[src/rtl/thre_pkg.sv]
// Shared types and helpers for the transmit-empty interrupt logic.
// Assumes: character length is given in total bits on the line.
package thre_pkg;

    // Empty-status tracker states.
    typedef enum logic [1:0] {
        TX_EMPTY = 2'd0,   // status shown as empty
        TX_BUSY  = 2'd1,   // FIFO or holding register has data
        TX_HOLD  = 2'd2    // FIFO drained, empty status held back
    } tx_state_e;

    // Identification codes this source may present.
    localparam logic [3:0] ID_NONE = 4'h1;
    localparam logic [3:0] ID_THRE = 4'h2;

    // Hold length in ticks: one character less its final stop bit.
    function automatic int unsigned hold_ticks(input int unsigned bits,
                                               input int unsigned ovs);
        if (bits < 2)
            return 0;
        return (bits - 1) * ovs;
    endfunction

endpackage

[src/rtl/thre_multi_flag.sv]
// Sticky record that the transmit FIFO held two or more bytes at once
// since the empty status last rose.
// Assumes: tx_count is below two whenever empty_rise pulses.
module thre_multi_flag #(
    parameter int CNT_W = 5
) (
    input  logic             clk,
    input  logic             rst_n,
    input  logic [CNT_W-1:0] tx_count,
    input  logic             empty_rise,
    output logic             multi
);

    localparam logic [CNT_W-1:0] PAIR = CNT_W'(2);

    // Set on a pair seen, clear when the empty status rises.
    always_ff @(posedge clk) begin
        if (!rst_n)
            multi <= 1'b0;
        else if (empty_rise)
            multi <= 1'b0;
        else if (tx_count >= PAIR)
            multi <= 1'b1;
    end

endmodule

[src/rtl/thre_hold_timer.sv]
// Down-counter that measures the held-back empty window in baud ticks.
// Assumes: load is a single-cycle pulse on entry to the hold state.
module thre_hold_timer #(
    parameter int CB_W = 4,
    parameter int OVS  = 16
) (
    input  logic            clk,
    input  logic            rst_n,
    input  logic            load,
    input  logic            run,
    input  logic            baud_tick,
    input  logic [CB_W-1:0] char_bits,
    output logic            done
);
    import thre_pkg::*;

    localparam int MAX_LEN = ((1 << CB_W) - 2) * OVS;
    localparam int TMR_W   = $clog2(MAX_LEN + 1);

    logic [TMR_W-1:0] remain;
    logic [TMR_W-1:0] load_val;

    // Window length for the current character format.
    always_comb begin
        load_val = TMR_W'(hold_ticks(32'(char_bits), OVS));
    end

    // Load on entry, count down once per tick while running.
    always_ff @(posedge clk) begin
        if (!rst_n)
            remain <= '0;
        else if (load)
            remain <= load_val;
        else if (run && baud_tick && (remain != '0))
            remain <= remain - 1'b1;
    end

    // Window complete once the count is spent.
    always_comb begin
        done = (remain == '0);
    end

endmodule

[src/rtl/thre_status.sv]
// Tracks whether the holding register may be reported empty. In FIFO
// mode a drain after a single byte is held back by the hold timer.
// Assumes: a write is followed by a non-zero tx_count on the next clock.
module thre_status #(
    parameter int CNT_W = 5
) (
    input  logic             clk,
    input  logic             rst_n,
    input  logic             fifo_en,
    input  logic [CNT_W-1:0] tx_count,
    input  logic             thr_wr,
    input  logic             multi,
    input  logic             tmr_done,
    output logic             thre,
    output logic             empty_rise,
    output logic             hold_load,
    output logic             hold_run
);
    import thre_pkg::*;

    tx_state_e state, state_nx;
    logic      has_data;

    // Data present in FIFO or arriving this cycle.
    always_comb begin
        has_data = thr_wr || (tx_count != '0);
    end

    // Next-state choice for the empty tracker.
    always_comb begin
        state_nx = state;
        unique case (state)
            TX_EMPTY: if (has_data) state_nx = TX_BUSY;
            TX_BUSY:  if (!has_data)
                          state_nx = (!fifo_en || multi) ? TX_EMPTY : TX_HOLD;
            TX_HOLD:  if (has_data)      state_nx = TX_BUSY;
                      else if (tmr_done) state_nx = TX_EMPTY;
            default:  state_nx = TX_EMPTY;
        endcase
    end

    // State register, empty after reset.
    always_ff @(posedge clk) begin
        if (!rst_n)
            state <= TX_EMPTY;
        else
            state <= state_nx;
    end

    // Decoded outputs and timer controls.
    always_comb begin
        thre       = (state == TX_EMPTY);
        empty_rise = (state != TX_EMPTY) && (state_nx == TX_EMPTY);
        hold_load  = (state != TX_HOLD) && (state_nx == TX_HOLD);
        hold_run   = (state == TX_HOLD);
    end

    assert_busy_clears_thre_R2: assert property (@(posedge clk) disable iff (!rst_n)
        (tx_count != '0) |=> !thre);

    assert_pair_fast_R3: assert property (@(posedge clk) disable iff (!rst_n)
        (state == TX_BUSY && tx_count == '0 && !thr_wr && multi && fifo_en) |=> thre);

    assert_hold_early_R4: assert property (@(posedge clk) disable iff (!rst_n)
        (state == TX_HOLD && !tmr_done) |=> !thre);

    assert_plain_mode_R6: assert property (@(posedge clk) disable iff (!rst_n)
        (state == TX_BUSY && tx_count == '0 && !thr_wr && !fifo_en) |=> thre);

endmodule

[src/rtl/thre_irq_ctrl.sv]
// Raises and clears the transmit-empty interrupt request and reports
// whether this source is the one the identification register shows.
// Assumes: rx_pend reflects all higher-priority receive sources.
module thre_irq_ctrl (
    input  logic clk,
    input  logic rst_n,
    input  logic fifo_en,
    input  logic tx_irq_en,
    input  logic thre,
    input  logic thr_wr,
    input  logic iir_rd,
    input  logic rx_pend,
    output logic tx_irq,
    output logic shown
);

    logic enabled;
    logic thre_d;
    logic fen_d;
    logic set_req;
    logic clr_req;

    // Enable and set/clear decode.
    always_comb begin
        enabled = fifo_en && tx_irq_en;
        shown   = tx_irq && !rx_pend;
        set_req = enabled && thre && (!thre_d || (fifo_en != fen_d));
        clr_req = !enabled || thr_wr || (iir_rd && shown);
    end

    // Edge-detect history for the status bit and FIFO enable.
    always_ff @(posedge clk) begin
        if (!rst_n) begin
            thre_d <= 1'b1;
            fen_d  <= 1'b0;
        end else begin
            thre_d <= thre;
            fen_d  <= fifo_en;
        end
    end

    // Pending request, clear wins over set.
    always_ff @(posedge clk) begin
        if (!rst_n)
            tx_irq <= 1'b0;
        else if (clr_req)
            tx_irq <= 1'b0;
        else if (set_req)
            tx_irq <= 1'b1;
    end

    assert_rise_raises_R7: assert property (@(posedge clk) disable iff (!rst_n)
        (fifo_en && tx_irq_en && $rose(thre) && !thr_wr && !iir_rd) |=> tx_irq);

    assert_disabled_quiet_R8: assert property (@(posedge clk) disable iff (!rst_n)
        !(fifo_en && tx_irq_en) |=> !tx_irq);

    assert_write_clears_R9: assert property (@(posedge clk) disable iff (!rst_n)
        thr_wr |=> !tx_irq);

endmodule

[src/rtl/thre_irq_top.sv]
// Transmit holding register empty status and interrupt for a 16-deep
// transmit FIFO. Combines the pair record, the hold timer, the status
// tracker and the interrupt control, and forms the identification code.
// Assumes: baud_tick is a one-clock 16x strobe shared with the serializer.
module thre_irq_top #(
    parameter int DEPTH = 16,
    parameter int CB_W  = 4,
    parameter int OVS   = 16,
    parameter int CNT_W = $clog2(DEPTH + 1)
) (
    input  logic             clk,
    input  logic             rst_n,
    input  logic             fifo_en,
    input  logic             tx_irq_en,
    input  logic             baud_tick,
    input  logic [CB_W-1:0]  char_bits,
    input  logic [CNT_W-1:0] tx_count,
    input  logic             thr_wr,
    input  logic             iir_rd,
    input  logic             rx_pend,
    output logic             thre,
    output logic             tx_irq,
    output logic [3:0]       iir_code
);
    import thre_pkg::*;

    logic multi;
    logic empty_rise;
    logic hold_load;
    logic hold_run;
    logic tmr_done;
    logic shown;

    thre_multi_flag #(.CNT_W(CNT_W)) u_multi (
        .clk        (clk),
        .rst_n      (rst_n),
        .tx_count   (tx_count),
        .empty_rise (empty_rise),
        .multi      (multi)
    );

    thre_hold_timer #(.CB_W(CB_W), .OVS(OVS)) u_timer (
        .clk       (clk),
        .rst_n     (rst_n),
        .load      (hold_load),
        .run       (hold_run),
        .baud_tick (baud_tick),
        .char_bits (char_bits),
        .done      (tmr_done)
    );

    thre_status #(.CNT_W(CNT_W)) u_status (
        .clk        (clk),
        .rst_n      (rst_n),
        .fifo_en    (fifo_en),
        .tx_count   (tx_count),
        .thr_wr     (thr_wr),
        .multi      (multi),
        .tmr_done   (tmr_done),
        .thre       (thre),
        .empty_rise (empty_rise),
        .hold_load  (hold_load),
        .hold_run   (hold_run)
    );

    thre_irq_ctrl u_irq (
        .clk       (clk),
        .rst_n     (rst_n),
        .fifo_en   (fifo_en),
        .tx_irq_en (tx_irq_en),
        .thre      (thre),
        .thr_wr    (thr_wr),
        .iir_rd    (iir_rd),
        .rx_pend   (rx_pend),
        .tx_irq    (tx_irq),
        .shown     (shown)
    );

    // Identification code from this source.
    always_comb begin
        iir_code = shown ? ID_THRE : ID_NONE;
    end

    assert_id_read_clears_R10: assert property (@(posedge clk) disable iff (!rst_n)
        (iir_rd && iir_code == ID_THRE && !thr_wr) |=> !tx_irq);

    assert_code_valid_R11: assert property (@(posedge clk) disable iff (!rst_n)
        (iir_code == ID_THRE) || (iir_code == ID_NONE));

endmodule

[config.mk]
export PLATFORM = sky130hd
export DESIGN_NAME = thre_irq_top
export DESIGN_NICKNAME = d
export VERILOG_FILES = /design/src/rtl/thre_pkg.sv /design/src/rtl/thre_multi_flag.sv /design/src/rtl/thre_hold_timer.sv /design/src/rtl/thre_status.sv /design/src/rtl/thre_irq_ctrl.sv /design/src/rtl/thre_irq_top.sv
export SDC_FILE = /design/constraint.sdc
export NUM_CORES = 1
export LEC_CHECK = 0
export ABC_AREA = 1
export BUFFER_PORTS_ARGS = -buffer_cell sky130_fd_sc_hd__clkbuf_2
export CORE_MARGIN = 8
export CORE_UTILIZATION = 46
export DETAILED_ROUTE_END_ITERATION = 8
export PLACE_DENSITY = 0.73
export SLEW_MARGIN = 20
export SYNTH_ARGS = -nofsm -noshare
export SYNTH_HDL_FRONTEND = slang
export SYNTH_SLANG_ARGS = --single-unit
[constraint.sdc]
create_clock -name clk -period 1.4 [get_ports clk]
set_clock_uncertainty 0.2 [all_clocks]
set_input_delay 0.42 -clock clk [delete_from_list [all_inputs] [get_ports clk]]
set_output_delay 0.42 -clock clk [all_outputs]
set_load 0.02 [all_outputs]
# Yosys cells after proc, flatten, opt, wreduce, memory -nomap -nowiden
# Cells that the tools add are included.
# Widths: inputs -> output; s select.
# totals
register_bits	14
latchBits	0
ramBits	0
romBits	0
in_bits	17
out_inout_bits	6
elab_cells	54
memories	0
# classes
n_addsub	2
mul	0
n_div	0
magnitude_cmp	2
n_eq_ne	5
n_shift	0
n_mux	11
bitwise	1
n_reduce_logical	27
# ops
cell	n
$mux 8	3
$mux 2	6
$logic_and 1x1->1	9
$logic_not 8->1	1
$reduce_bool 8->1	1
$sub 8x1->8 const B	1
$pmux 2 s3	1
$ge 5x2->1 const B	1
$logic_or 1x1->1	5
$reduce_bool 5->1	1
$eq 2x2->1 const B	2
$logic_not 1->1	4
$logic_not 2->1	2
$lt 4x2->1 const B	1
$reduce_bool 2->1	2
$reduce_or 2->1	2
$sub 4x1->4 const B	1
$eq 2x1->1 const B	1
$ne 2x2->1 const B	1
$mux 1	1
$ne 1x1->1	1
$not 1->1	1

# Depth between registers and ports, before layout
# logic_depth
word_depth	8
depth_mapped	9
depth_no_buf	9

# Cells and area by module
# From an unflattened synthesis, not the netlist that was laid out.
# hier_totals
cells_unflattened	152
area_unflattened_um2	918.4
# modules_own_cells
module	n_inst	cells_per_inst	area_each_um2	seq_area_each_um2
thre_hold_timer	1	91	561.8	160.2
thre_status	1	30	150.1	40.0
thre_irq_ctrl	1	17	120.1	60.1
thre_multi_flag	1	9	56.3	20.0
thre_irq_top	1	5	30.0	0.0

# Worst setup path after synthesis
# Ideal clock, no wire load.
# synth_timing
path_type	reg-to-output
startpoint	register u_irq.tx_irq
endpoint	output iir_code[1]
arrival_time_ns	0.883
required_time_ns	0.780
path_slack_ns	-0.103
path_stages_with_launch	4
path_buffers	1
cell_sequence	dfxtp_1 > nand2_1 > inv_1 > buf_4
# synth_between
elab_chain_len	2
# synth_rtl
element	line_no	rtl
from (decl)	thre_irq_ctrl.sv:13	output logic tx_irq,
from (signal assigned)	thre_irq_ctrl.sv:45	tx_irq <= 1'b0;
from (signal assigned)	thre_irq_ctrl.sv:47	tx_irq <= 1'b0;
from (signal assigned)	thre_irq_ctrl.sv:49	tx_irq <= 1'b1;
$logic_and 1x1->1	thre_irq_ctrl.sv:26	shown = tx_irq && !rx_pend;
net shown	thre_irq_top.sv:32	logic shown;
$mux 2	thre_irq_top.sv:81	iir_code = shown ? ID_THRE : ID_NONE;
to (decl)	thre_irq_top.sv:23	output logic [3:0] iir_code
# The timed path passes the listed nets, and every way through them passes these cells.

# Worst setup path in the final report
# layout_timing
startpoint	register u_status.state[0]
endpoint	output thre
# layout_between
elab_chain_len	1
# layout_rtl
element	line_no	rtl
from (decl)	thre_status.sv:21	tx_state_e state, state_nx;
from (signal assigned)	thre_status.sv:47	state <= state_nx;
$logic_not 2->1	thre_status.sv:52	thre = (state == TX_EMPTY);
to (decl)	thre_irq_top.sv:21	output logic thre,
# Every way passes these cells.

==> run_results.csv <==
group,metric,value,unit
run_status,status,"finished, violations left",
run_status,violations,"setup timing",
min_path,min_to,"u_irq.tx_irq",
min_path,hp-class,"input port to flop",
global_routing,grt_pass1_wl,4008,um
power_and_ir_drop,clkPwrFrac,0.359,
sta,drv_slew,0,
power_and_ir_drop,ir_drop,0.4876,mV
sta,period_share,1.089,
sta,rsz0062_at_grt,"true",
die,die_y,59.54,um
detailed_routing,vias_per_cell,5.155,
layout,multi_input_area,626.9,sq um
power_and_ir_drop,p_sw_frac,0.2474,
power_and_ir_drop,leakagePower,0.7238,nW
setup_path,crit_chain,"nor2_4 -> buf_8",
layout,diodes,0,
synth,synth_area,872.1,sq um
setup_path,rr_worst_depth,8,
power_and_ir_drop,power.total,0.8200,mW
sta,setup_viol,14,
die,row_count,15,
synth,netlist_instances,134,
synth,ys_ff_latch,14,
clock_network,clockBufferDepth,2,
setup_path,worstPathArrival,0.90,ns
setup_path,cp.required,0.78,ns
global_routing,overflow,0,
global_routing,gr-usage-all-layers,0.1446,
layout,drive_gt1_frac,0.5304,
placed_design,dpl_cell_area,1167,sq um
detailed_routing,ant_nets,0,
clock_network,insertion_delay,0.28,ns
power_and_ir_drop,p_int,0.6171,mW
setup_path,rr_endpoint,"u_timer.remain[2]",
detailed_routing,drt_iter0_markers,24,
clock_network,cts_hold_buf,0,
setup_path,path_class,"flop to output pin",
sta,whs,0.09908,ns
sta,final-hold-violation-count,0,
clock_network,cts_tree,"done",
power_and_ir_drop,seqPwrFrac,0.498,
die,die_area,3545,sq um
setup_path,worst_path_max_delay_cell,"dfxtp_4",
placed_design,gp_congestion,0.8588,
layout,ff_latch_area,292.8,sq um
detailed_routing,drc_errors,0,
synth,avgSynthCellArea,6.508,sq um
placed_design,dp_hpwl,1809,um
sta,fin_ws,-0.1248,ns
global_routing,antenna_found_initial,0,
layout,fill_cells,128,
clock_network,cts_sinks,14,
placed_design,post-place-cells,196,
clock_network,cts.reportedPaths.clkPinSlew,0.09,ns
die,core,1764,sq um
layout,layout_common_cells,"26 x nand2_1, 18 x buf_4, 16 x clkbuf_2",
placed_design,port_buffers,20,
layout,nNetsFinal,201,
detailed_routing,dr.pass1.iters,4,
die,start_util,0.4943,
min_path,hold_depth,2,
setup_path,crit_buf_inv,1,
clock_network,htreeDepth,1,
clock_network,numCtsBuffers,3,
synth,synth_warnings,0,
layout,area_growth,64.56,%
synth,yosysSeqAreaShare,0.3214,
layout,design_area,1435,sq um
die,ios,23,
setup_path,r2r_slack,-0.12,ns
min_path,hold_start,"iir_rd",
setup_path,crit_fanout,3,
layout,utilization,0.8135,
sta,period_minus_slack,1.525,ns
die,fp.dieW,59.54,um
detailed_routing,wirelength,2664,um
power_and_ir_drop,power.density,571.4,nW/um^2
detailed_routing,wl_per_cell,12.93,um
layout,layout_commonest_cell,"nand2_1",
detailed_routing,dr_total_vias,1062,
clock_network,ctsRootBufferMaster,"clkbuf_4",
sta,tns,-1.280,ns
setup_path,rr_startpoint,"u_timer.remain[0]",
setup_path,cp-start-kind,"flop",
setup_path,end_kind,"output pin",
global_routing,grt_pass1_vias,988,
job,cap_viol_max_count,0,
layout,layout.cells.non_filler,206,
setup_path,crit_family,"flip-flops",
sta,clock.fmax,0.6558,GHz
power_and_ir_drop,p_comb_frac,0.143,
power_and_ir_drop,switchingPower,0.2029,mW
global_routing,grt_max_degree,9,
setup_path,max_stage_delay,0.37,ns
placed_design,post-place-ws,-0.2519,ns
synth,synth_cell_types,26,
-- cell families after synthesis --
| family | Yosys count | share of synthesized area |
|---|---|---|
| other cells | 1 | 0.004300 |
| xor+xnor | 3 | 0.03013 |
| fa+ha+maj | 2 | 0.02869 |
| compound gates | 18 | 0.1320 |
| simple gates | 70 | 0.3501 |
| buf+inv | 26 | 0.1334 |
| flops | 14 | 0.3214 |
-- worst max path at each step --
stage / from / slack (ns) / end / depth (start not counted)
final: u_status.state[0] / -0.12 / thre / 2
after global routing: u_timer.remain[0] / -0.19 / u_timer.remain[2] / 8
after CTS: u_status.state[1] / -0.13 / thre / 2
after detailed placement: thr_wr / -0.25 / u_timer.remain[4] / 9
after global placement: tx_count[1] / -0.16 / u_timer.remain[4] / 9
after floorplan: u_timer.remain[1] / 0.0003 / u_timer.remain[1] / 7
-- cells in the mapped netlist --
library cell | number | share of area
or2_2 | 1 | 0.0072
buf_4 | 3 | 0.026
nor2_2 | 3 | 0.022
a211oi_1 | 1 | 0.0086
nand2_2 | 1 | 0.0072
nand3b_1 | 1 | 0.0086
inv_2 | 1 | 0.0043
o21ai_1 | 2 | 0.011
nand4_1 | 4 | 0.029
conb_1 | 1 | 0.0043
o21ai_0 | 3 | 0.017
ha_1 | 2 | 0.029
xor2_1 | 1 | 0.010
o21bai_1 | 1 | 0.0086
o21bai_4 | 1 | 0.022
nand2_1 | 33 | 0.14
or2_1 | 1 | 0.0072
nand3_1 | 11 | 0.063
dfxtp_1 | 14 | 0.32
a21oi_2 | 1 | 0.010
inv_1 | 21 | 0.090
buf_6 | 1 | 0.013
o31ai_1 | 1 | 0.0086
nor2_1 | 15 | 0.065
xnor2_1 | 2 | 0.020
a21oi_1 | 8 | 0.046
-- power by group through the flow --
stage	logic [mW]	clock network (mW)	registers, mW
4_1_cts	0.107	0.299	0.409
5_1_grt	0.127	0.317	0.409
2_1_floorplan	0.0525	0	0.419
6_report	0.117	0.295	0.409
3_3_place_gp	0.0956	0	0.419
3_5_place_dp	0.0990	0	0.419
-- worst reg2reg max path: cells and delay by family, from the launching register on --
family                     cells  cell delay [ns]
AOI/OAI and AO/OA              1             0.21
xor gates and xnor gates       1             0.16
adders and majority gates      1             0.16
buffers and inverters          2             0.16
DFF                            1             0.34
and+or+nand+nor                3             0.21
-- flip-flops by register name (all words and copies together) (netlist names) --
signal and count:
u_timer.remain 8, u_status.state 2, u_irq.fen_d 1, u_irq.thre_d 1, u_irq.tx_irq 1, u_multi.multi 1
-- repair_timing --
item / 4_1_cts / 5_1_grt
setup endpoints to repair: 12 / 14
resized for setup: 40 / 18
buffers inserted: 2 / 5
pin swaps: 18 / 12
-- final cells by class --
cell class | count | area share
Tap cell | 25 | 0.02180
Multi-Input combinational cell | 95 | 0.4368
Timing Repair Buffer | 46 | 0.2546
Inverter | 22 | 0.05754
Clock buffer | 4 | 0.02528
Sequential cell | 14 | 0.2040
-- routing by layer --
metal | vias up | wire length (um) | track usage | part of all wire
met3 | 6 | 232 | 0.07592 | 0.087
met4 | 0 | 61 | 0.04082 | 0.023
met5 | - | 0 | 0 | 0
met1 | 492 | 1021 | 0.1485 | 0.38
met2 | 47 | 1348 | 0.2481 | 0.51
li1 | 517 | - | - | -
(Power assumes the default switching activity.)
